### src/rtl/irq_pair_pkg.sv
// Package: types and sizes shared by the dual-vector interrupt controller.
// Assumes a four-level request/grant chain and a 16-bit data bus.
package irq_pair_pkg;
    localparam int NUM_LVL = 4;
    localparam int LVL_W   = $clog2(NUM_LVL);
    localparam int VEC_W   = 6;
    localparam int VEC_LSB = 2;
    localparam int DATA_W  = 16;

    typedef enum logic [1:0] {
        CH_IDLE = 2'd0,
        CH_SEL  = 2'd1,
        CH_XFER = 2'd2
    } ch_state_t;
endpackage

### src/rtl/irq_channel.sv
// One interrupt channel: request, grant capture, wait for a free bus,
// then vector transfer ended by slave sync or a cycle limit.
// Assumes gnt_in is already routed to this channel's level.
module irq_channel
    import irq_pair_pkg::*;
#(
    parameter int XFER_LIMIT = 8
) (
    input  logic clk,
    input  logic rst_n,
    input  logic req,
    input  logic gnt_in,
    input  logic bus_free,
    input  logic ssyn,
    output logic req_line,
    output logic gnt_pass,
    output logic selected,
    output logic waiting,
    output logic xfer
);
    localparam int CNT_W = $clog2(XFER_LIMIT + 1);
    localparam logic [CNT_W-1:0] CNT_LAST = CNT_W'(XFER_LIMIT - 1);

    ch_state_t        state_q, state_d;
    logic [CNT_W-1:0] cnt_q;

    // Next-state decode for the channel handshake.
    always_comb begin
        state_d = state_q;
        unique case (state_q)
            CH_IDLE: if (req && gnt_in) state_d = CH_SEL;
            CH_SEL:  if (bus_free)      state_d = CH_XFER;
            CH_XFER: if (ssyn || cnt_q == CNT_LAST) state_d = CH_IDLE;
            default: state_d = CH_IDLE;
        endcase
    end

    // State register with synchronous reset.
    always_ff @(posedge clk) begin
        if (!rst_n) state_q <= CH_IDLE;
        else        state_q <= state_d;
    end

    // Transfer cycle counter, cleared outside the transfer state.
    always_ff @(posedge clk) begin
        if (!rst_n || state_q != CH_XFER) cnt_q <= '0;
        else                              cnt_q <= cnt_q + 1'b1;
    end

    assign req_line = req && (state_q == CH_IDLE);
    assign gnt_pass = gnt_in && !req && (state_q == CH_IDLE);
    assign waiting  = (state_q == CH_SEL);
    assign xfer     = (state_q == CH_XFER);
    assign selected = waiting || xfer;
endmodule

### src/rtl/irq_grant_route.sv
// Grant routing: picks each channel's grant input, chains B behind A when
// both share a level, and forms the request lines and grant outputs.
// Assumes at most two channels map onto the level lines.
module irq_grant_route
    import irq_pair_pkg::*;
(
    input  logic [LVL_W-1:0]   lvl_a,
    input  logic [LVL_W-1:0]   lvl_b,
    input  logic [NUM_LVL-1:0] gnt_in,
    input  logic               req_line_a,
    input  logic               req_line_b,
    input  logic               pass_a,
    input  logic               pass_b,
    output logic               gin_a,
    output logic               gin_b,
    output logic [NUM_LVL-1:0] req_out,
    output logic [NUM_LVL-1:0] gnt_out
);
    logic same_lvl;

    assign same_lvl = (lvl_a == lvl_b);
    assign gin_a    = gnt_in[lvl_a];
    assign gin_b    = same_lvl ? pass_a : gnt_in[lvl_b];

    // Per-level request OR and grant-out selection.
    for (genvar l = 0; l < NUM_LVL; l++) begin : g_lvl
        assign req_out[l] = (req_line_a && lvl_a == LVL_W'(l)) ||
                            (req_line_b && lvl_b == LVL_W'(l));
        assign gnt_out[l] = (lvl_b == LVL_W'(l)) ? pass_b :
                            (lvl_a == LVL_W'(l)) ? pass_a : gnt_in[l];
    end
endmodule

### src/rtl/irq_vec_drive.sv
// Bus-side drive: busy, interrupt and data lines from the channel that
// transfers. Assumes at most one channel transfers at a time; A wins.
module irq_vec_drive
    import irq_pair_pkg::*;
(
    input  logic              xfer_a,
    input  logic              xfer_b,
    input  logic [VEC_W-1:0]  vec_a,
    input  logic [VEC_W-1:0]  vec_b,
    output logic              busy,
    output logic              intr,
    output logic [DATA_W-1:0] data
);
    // Data line mux with vector placed above the two zero bits.
    always_comb begin
        data = '0;
        if (xfer_a)      data = DATA_W'(vec_a) << VEC_LSB;
        else if (xfer_b) data = DATA_W'(vec_b) << VEC_LSB;
    end

    assign busy = xfer_a || xfer_b;
    assign intr = xfer_a || xfer_b;
endmodule

### src/rtl/irq_pair_ctrl.sv
// Top: two interrupt channels sharing one bus interface. Channel A has
// precedence when both want the bus in the same cycle.
// Assumes level and vector inputs are static while a channel is active.
module irq_pair_ctrl
    import irq_pair_pkg::*;
#(
    parameter int XFER_LIMIT = 8
) (
    input  logic               clk,
    input  logic               rst_n,
    input  logic [1:0]         dev_req,
    input  logic [LVL_W-1:0]   lvl_a,
    input  logic [LVL_W-1:0]   lvl_b,
    input  logic [VEC_W-1:0]   vec_a,
    input  logic [VEC_W-1:0]   vec_b,
    input  logic [NUM_LVL-1:0] bus_gnt_in,
    input  logic               bus_busy_in,
    input  logic               ssyn_in,
    output logic [NUM_LVL-1:0] bus_req,
    output logic [NUM_LVL-1:0] bus_gnt_out,
    output logic               sel_ack,
    output logic               bus_busy_out,
    output logic               intr_out,
    output logic [DATA_W-1:0]  vec_data,
    output logic [1:0]         dev_sel,
    output logic [1:0]         vec_strobe
);
    logic gin_a, gin_b, pass_a, pass_b, rl_a, rl_b;
    logic sel_a, sel_b, wait_a, wait_b, xfer_a, xfer_b;
    logic free_a, free_b;

    // A waits only for outside traffic and B; B also yields to a waiting A.
    assign free_a = !bus_busy_in && !xfer_b;
    assign free_b = !bus_busy_in && !xfer_a && !wait_a;

    irq_channel #(.XFER_LIMIT(XFER_LIMIT)) ch_a_i (
        .clk(clk), .rst_n(rst_n), .req(dev_req[0]), .gnt_in(gin_a),
        .bus_free(free_a), .ssyn(ssyn_in), .req_line(rl_a), .gnt_pass(pass_a),
        .selected(sel_a), .waiting(wait_a), .xfer(xfer_a)
    );

    irq_channel #(.XFER_LIMIT(XFER_LIMIT)) ch_b_i (
        .clk(clk), .rst_n(rst_n), .req(dev_req[1]), .gnt_in(gin_b),
        .bus_free(free_b), .ssyn(ssyn_in), .req_line(rl_b), .gnt_pass(pass_b),
        .selected(sel_b), .waiting(wait_b), .xfer(xfer_b)
    );

    irq_grant_route route_i (
        .lvl_a(lvl_a), .lvl_b(lvl_b), .gnt_in(bus_gnt_in),
        .req_line_a(rl_a), .req_line_b(rl_b), .pass_a(pass_a), .pass_b(pass_b),
        .gin_a(gin_a), .gin_b(gin_b), .req_out(bus_req), .gnt_out(bus_gnt_out)
    );

    irq_vec_drive drive_i (
        .xfer_a(xfer_a), .xfer_b(xfer_b), .vec_a(vec_a), .vec_b(vec_b),
        .busy(bus_busy_out), .intr(intr_out), .data(vec_data)
    );

    assign sel_ack    = sel_a || sel_b;
    assign dev_sel    = {sel_b, sel_a};
    assign vec_strobe = {xfer_b, xfer_a};
endmodule

### config.mk
export PLATFORM = sky130hd
export DESIGN_NAME = irq_pair_ctrl
export DESIGN_NICKNAME = d
export VERILOG_FILES = /design/src/rtl/irq_pair_pkg.sv /design/src/rtl/irq_channel.sv /design/src/rtl/irq_grant_route.sv /design/src/rtl/irq_vec_drive.sv /design/src/rtl/irq_pair_ctrl.sv
export SDC_FILE = /design/constraint.sdc
export NUM_CORES = 1
export LEC_CHECK = 0
export BUFFER_PORTS_ARGS = -buffer_cell sky130_fd_sc_hd__buf_2
export CAP_MARGIN = 20
export CORE_MARGIN = 2
export CORE_UTILIZATION = 45
export DETAILED_ROUTE_END_ITERATION = 12
export PLACE_DENSITY = 0.77
export SETUP_SLACK_MARGIN = 0.15
export SLEW_MARGIN = 20
export SYNTH_ARGS = -nofsm -noshare
export SYNTH_HDL_FRONTEND = slang
export SYNTH_SLANG_ARGS = --single-unit
### constraint.sdc
create_clock -name clk -period 2.4 [get_ports clk]
set_clock_uncertainty 0.05 [all_clocks]
set_input_delay 0.12 -clock clk [delete_from_list [all_inputs] [get_ports clk]]
set_output_delay 0.12 -clock clk [all_outputs]
set_load 0.005 [all_outputs]
==> out/results.ini, run 1 <==
[synth]
synth_mux_area_share_pct = 8.44
syn-instance-count = 136
synth_top_area_share_pct = 21.3
synth_xor_area_share_pct = 4.67
synth_edf_count = 0
yosysSeqAreaShare_pct = 21.3
yosys.area_share.simple_pct = 19.3
synth.area.top_cells = dfxtp_1, ha_1, buf_4
synth_compound_area_share_pct = 18.4
synth-main-ff-cell = dfxtp_1
synthArstFlopShare_pct = 0
syn_avg_cell_area_um2 = 8.28
synth_cell_types = 39
yosysWarnings = 0
ys_top_cells_by_count = nand2_1, buf_4, dfxtp_1, ha_1
yosysTopAreaCell = dfxtp_1
synthAdderAreaFrac_pct = 12.2
synth.most_common_cell = nand2_1
synth_top_family_by_area = simple AND/OR/NAND/NOR gates
syn_area_um2 = 1130
ys_seq_elements = 12

[pwr]
internal_power_mw = 0.502
p_seq_share_pct = 30.0
max-vdd-ir-drop_uv = 431
swShare_pct = 35.0
pwr-share-clk_pct = 20.1
power.switching_mw = 0.270
combPwrFrac_pct = 49.9
power_density_nw_per_um2 = 546
leakage_nw = 0.713

[clocking]
cts_tree = built
postCtsHoldBufs = 0
htree_levels = 1
clock-sinks = 12
cts_root_buf = clkbuf_4
numCtsBuffers = 3
clk-insertion-delay-late_ps = 270
clockBufferDepth = 2
cts.clk_slew.worst_paths_ps = 70

[outcome]
status = finished clean

[layout]
drive_gt1_share_pct = 39.9
final_cells = 213
area_delta_synth_final_pct = 25.4
fin_nets = 221
antenna_cells = 0
final_core_util_pct = 58.1
final_cell_area_um2 = 1410

[sta]
max_freq_mhz = 460
period_needed_ps = 2180
tns_ps = 0
report.final.slew_viol_count = 0
rsz0062_at_grt = no
final_hold_viol_count = 0
period_share_pct = 90.7
setup_viol = 0

[job]
cap_violations = 0

[global_routing]
grt_pass1_vias = 934
gr-usage-all-layers_pct = 18.6
overflow = 0
grt_max_degree = 15
antenna_found_initial = 0
grt_pass1_wl_um = 3970

[floorplan]
ioPinCount = 57
die_h_um = 54.0
initial_utilization_pct = 46.3
die_area_um2 = 2920
core_region_area_um2 = 2430
row_count = 18
die_x_um = 54.0

[worst_setup_path]
crit_type = register to primary output
rr_worst_depth = 7
crit_end = bus_gnt_out[1]
critPathArrivalTime_ps = 2010
crit_fanout = 5
reg2reg_from = ch_a_i.state_q[0]
critPathLaunchType = register
critPathRequiredTime_ps = 2230
critPathLaunch = ch_a_i.state_q[1]
rrSetupSlack_ps = 320
setup.worst_path.end_class = primary output
r2r_end = ch_b_i.state_q[0]

[route]
vias_per_cell = 5.23
remaining_drc_errors = 0
drt_wl_total_um = 2750
drt-initial-drc-count = 14
antenna_left = 0
wl_per_cell_um = 12.9
dr_total_vias = 1115
drtPass1Iterations = 6

[place]
gp_congestion = 0.696
place_inst = 200
dp_hpwl_um = 2110
placed_cell_area_um2 = 1280
portBuffers = 46

[hold_path]
hold_path_class = primary input to register

## layout make-up
cell class / instances / area (um^2)
fill: 240 / 1020
multi-input combinational: 105 / 767
timing repair buffer: 55 / 298
sequential: 12 / 245
tap: 30 / 37.5
clock buffer: 4 / 36.3
inverter: 7 / 28.8
## power groups by stage
| stage | clock (mW) | sequential, mW | combinational [mW] |
|---|---|---|---|
| 6_report | 0.155 | 0.231 | 0.385 |
| 5_1_grt | 0.172 | 0.235 | 0.429 |
| 4_1_cts | 0.161 | 0.230 | 0.351 |
| 3_5_place_dp | 0 | 0.235 | 0.348 |
| 3_3_place_gp | 0 | 0.233 | 0.334 |
| 2_1_floorplan | 0 | 0.230 | 0.263 |
## timing repair
action,4_1_cts,5_1_grt
pin swaps,0,4
gates resized for setup,1,8
endpoints found under the hold margin,0,0
setup endpoints to repair,1,4
setup buffers,0,9
## registers in the layout, indices dropped and copies added, names as in the netlist
| signal | cells |
|---|---|
| ch_b_i.cnt_q | 4 |
| ch_b_i.state_q | 2 |
| ch_a_i.state_q | 2 |
| ch_a_i.cnt_q | 4 |
## how the worst min path moves through the flow
stage | startpoint | end | slack, ps | depth (start not counted)
after floorplan | rst_n | ch_a_i.cnt_q[1] | 220 | 1
after global placement | ch_b_i.cnt_q[0] | ch_b_i.cnt_q[0] | 380 | 1
after detailed placement | ch_b_i.cnt_q[0] | ch_b_i.cnt_q[0] | 400 | 1
after CTS | rst_n | ch_b_i.state_q[1] | 150 | 3
after global routing | rst_n | ch_a_i.state_q[0] | 140 | 2
final | rst_n | ch_a_i.state_q[0] | 150 | 2
## metrics by stage
stage                     setup slack [ps]  hold WS (ps)  power [mW]
after floorplan                        717           223       0.493
after global placement                 520           380       0.567
after detailed placement               374           399       0.583
after CTS                              153           150       0.742
after global routing                   123           143       0.836
final                                  224           148       0.772
## cells in the final DEF (no fill, tap or decap), types with 2 or more instances in the layout
cell,n
nand3_1,7
nor2_1,7
o21ai_1,3
buf_2,46
ha_1,10
o211ai_1,2
a22o_1,5
dfxtp_1,10
conb_1,10
nand3b_1,4
and3_1,2
xnor2_1,4
or2_2,2
mux2i_1,5
xor2_1,2
inv_1,5
o22ai_1,3
buf_4,9
nand2_1,16
nand2b_1,2
mux4_2,2
nor2b_1,2
clkbuf_4,3
## routing by layer
metal	wire length [um]	GRT usage, %
met1	1170	21.1
met2	1410	33.3
met3	167	3.33
met4	9	8.75
met5	0	0
## critical path, cell delays in order, from the launching register on
cell and delay (ps):
dfxtp_2 330, inv_2 90, ha_4 160, or3b_1 360, o22ai_2 160, o211ai_1 210, buf_4 190, o21ai_1 120
buf_2 130
## cell families (layout without fill, tap and decap cells)
logic type	after synthesis	after routing
AO/OA/AOI/OAI	27	27
XOR/XNOR	6	6
adder cells (fa/ha/maj)	11	11
buffers and inverters	28	66
flip-flops	12	12
multiplexers	7	7
other	1	10
AND/OR/NAND/NOR	44	44
Power figures use the tool's default switching activity.
==> inputs of run 2 (changes only) <==
- CORE_UTILIZATION: 45 -> 46
- PLACE_DENSITY: 0.77 -> 0.78
- SYNTH_HIERARCHICAL: unset -> 1
==> run 2 against run 1 <==
Effect of this change: sequential power increased by 11%; count of clock-buffer cells in the layout unchanged; area after synthesis increased by 1.7%; first-iteration DRC count increased by 21%; cell area decreased by 6.0%; non-clock buffer count decreased by 9; via count decreased by 10%; final cell count decreased by 2.8%; combinational power increased by 29%; critical path depth unchanged; critical endpoint is now bus_gnt_out[3]; largest cell class unchanged.
==> out/results.ini, run 2 <==
[hold_path]
hold_path_class = primary input to register
hold_depth = 3
hold_end = ch_a_i/state_q[0]
min_from = rst_n

[worst_setup_path]
slowest_delay_ps = 360
cp_slowest_cell = dfxtp_1
rr_worst_depth = 7
critPathLaunchType = register
reg2reg_from = ch_a_i/state_q[1]
r2r_end = ch_b_i/state_q[1]
critPathBufInv = 3
critPathArrivalTime_ps = 1980
crit_family = simple AND/OR/NAND/NOR gates
setup.worst_path.end_class = primary output
rrSetupSlack_ps = 460
crit_path_cell_trace = inv_1, ha_1, and3b_1, mux2_4, and3b_1, inv_1, a31oi_1, buf_2
critPathRequiredTime_ps = 2230
crit_fanout = 5
crit_type = register to primary output

[pwr]
totalPowerFinal_mw = 0.917
max-vdd-ir-drop_uv = 359
power.switching_mw = 0.350
power_density_nw_per_um2 = 691
combPwrFrac_pct = 54.3
swShare_pct = 38.2
leakage_nw = 0.699
internal_power_mw = 0.567
pwr-share-clk_pct = 17.7
p_seq_share_pct = 28.0

[sta]
max_freq_mhz = 466
setup_viol = 0
final_hold_viol_count = 0
period_needed_ps = 2150
worstMarginPinSlew_ps = 554
setup_ws_ps = 253
report.final.slew_viol_count = 0
tns_ps = 0
rsz0062_at_grt = no
hold-worst-slack_ps = 137
period_share_pct = 89.5
maxSlewHeadroom_pct = 63.0

[synth]
yosysSeqAreaShare_pct = 21.0
synth_edf_count = 0
syn_avg_cell_area_um2 = 8.30
yosysWarnings = 6
synth_cell_types = 32
synth-main-ff-cell = dfxtp_1
syn_area_um2 = 1140
synthArstFlopShare_pct = 0
ys_seq_elements = 12
syn-instance-count = 138
synth.area.top_cells = dfxtp_1, ha_1, buf_4
synth.most_common_cell = nand2_1
ys_top_cells_by_count = nand2_1, buf_4, dfxtp_1, ha_1
synth_top_area_share_pct = 21.0
yosysTopAreaCell = dfxtp_1

[route]
dr_total_vias = 1003
drtPass1Iterations = 4
drt_wl_total_um = 2370
antenna_left = 0
remaining_drc_errors = 0
vias_per_cell = 4.85
wl_per_cell_um = 11.5
drt-initial-drc-count = 17

[global_routing]
grt_pass1_vias = 890
overflow = 0
grt_pass1_wl_um = 3630
gr-usage-all-layers_pct = 16.9
grt_max_degree = 16
antenna_found_initial = 0

[layout]
layout.area.seq_um2 = 241
top_regs = ch_a_i/cnt_q: 4 flops, ch_b_i/cnt_q: 4 flops
final_common_cell = buf_2
final_cell_mix = buf_2, nand2_1, dfxtp_1, ha_1, conb_1
area_delta_synth_final_pct = 16.0
multi_input_area_um2 = 748
antenna_cells = 0
drive_gt1_share_pct = 32.2
fin_nets = 214
fill_cells = 243

[floorplan]
die_area_um2 = 2900
die_x_um = 53.9
core_region_area_um2 = 2410
row_count = 18
die_h_um = 53.9
ioPinCount = 57
initial_utilization_pct = 47.5

[clocking]
cts_tree = built
cts_root_buf = clkbuf_4
clock-sinks = 12
postCtsHoldBufs = 0
numCtsBuffers = 3
htree_levels = 1
cts.clk_slew.worst_paths_ps = 80
clockBufferDepth = 2
clk-insertion-delay-late_ps = 270

[place]
pre_cts_slack_ps = 438
portBuffers = 46
gp_congestion = 0.820
dp_hpwl_um = 1950

[outcome]
status = finished clean

[job]
cap_violations = 0

-- run 2: cell count changes after synthesis, moves of 3 or more --
cell / delta
clkbuf_1: -3
mux2i_1: +4
nand2_1: +6
nand3_1: -5
-- run 2: kinds of logic after synthesis --
kind of cell	synth area share [%]
compound gates	9.62
xor+xnor	4.59
fa+ha+maj	10.9
buf+inv	16.6
flops	21.0
mux	13.1
other cells	0.328
simple gates	23.8
-- run 2: power groups by stage --
stage	Clock [mW]	Sequential, mW	Combinational (mW)
CTS	0.165	0.255	0.502
global placement	0	0.257	0.485
finish	0.163	0.257	0.498
floorplan	0	0.253	0.396
global route	0.170	0.261	0.565
detailed placement	0	0.259	0.500
-- run 2: routing by layer --
| layer | GRT usage (%) | vias up | wire length, um |
|---|---|---|---|
| li1 | - | 514 | - |
| met2 | 32.1 | 26 | 1230 |
| met4 | 6.41 | 0 | 25 |
| met1 | 19.1 | 459 | 1030 |
| met5 | 0 | - | 0 |
| met3 | 1.67 | 4 | 95 |
-- run 2: final cells by class --
cell class                      count  share of cell area (%)
Multi-Input combinational cell    106                    56.4
Sequential cell                    12                    18.2
Tap cell                           30                    2.83
Inverter                            9                    2.54
Timing Repair Buffer               46                    17.3
Clock buffer                        4                    2.73
-- run 2: worst max-delay path by stage --
stage                 startpoint  cells past startpoint        endpoint  slack [ps]
2_1_floorplan           lvl_a[0]                      7  bus_gnt_out[3]         630
3_3_place_gp            lvl_a[0]                      8  bus_gnt_out[3]         480
3_5_place_dp            lvl_a[0]                      8  bus_gnt_out[3]         440
4_1_cts        ch_a_i/state_q[0]                      8  bus_gnt_out[3]         230
5_1_grt        ch_a_i/state_q[1]                      8  bus_gnt_out[3]         160
6_report       ch_a_i/state_q[1]                      8  bus_gnt_out[3]         250
-- run 2: per-stage QoR --
stage / instances / util, % / cell area (um^2)
final: 207 / 55.1 / 1330
after global routing: 207 / 55.1 / 1330
after floorplan: 147 / - / 1180
after detailed placement: 203 / 53.5 / 1290
after CTS: 207 / 55.0 / 1330
after global placement: 203 / 53.5 / 1290
-- run 2: worst reg2reg max path, cell delays in order (launching register included) --
cell and delay [ps]:
dfxtp_1 330, inv_1 100, ha_1 230, and3b_1 270, mux2_4 180, nand2_1 60, a222oi_1 400, mux2i_1 250
-- run 2: what timing repair did --
item | CTS | global route
buffers inserted | 0 | 0
setup endpoints to repair | 0 | 3
gates resized for setup | 0 | 1
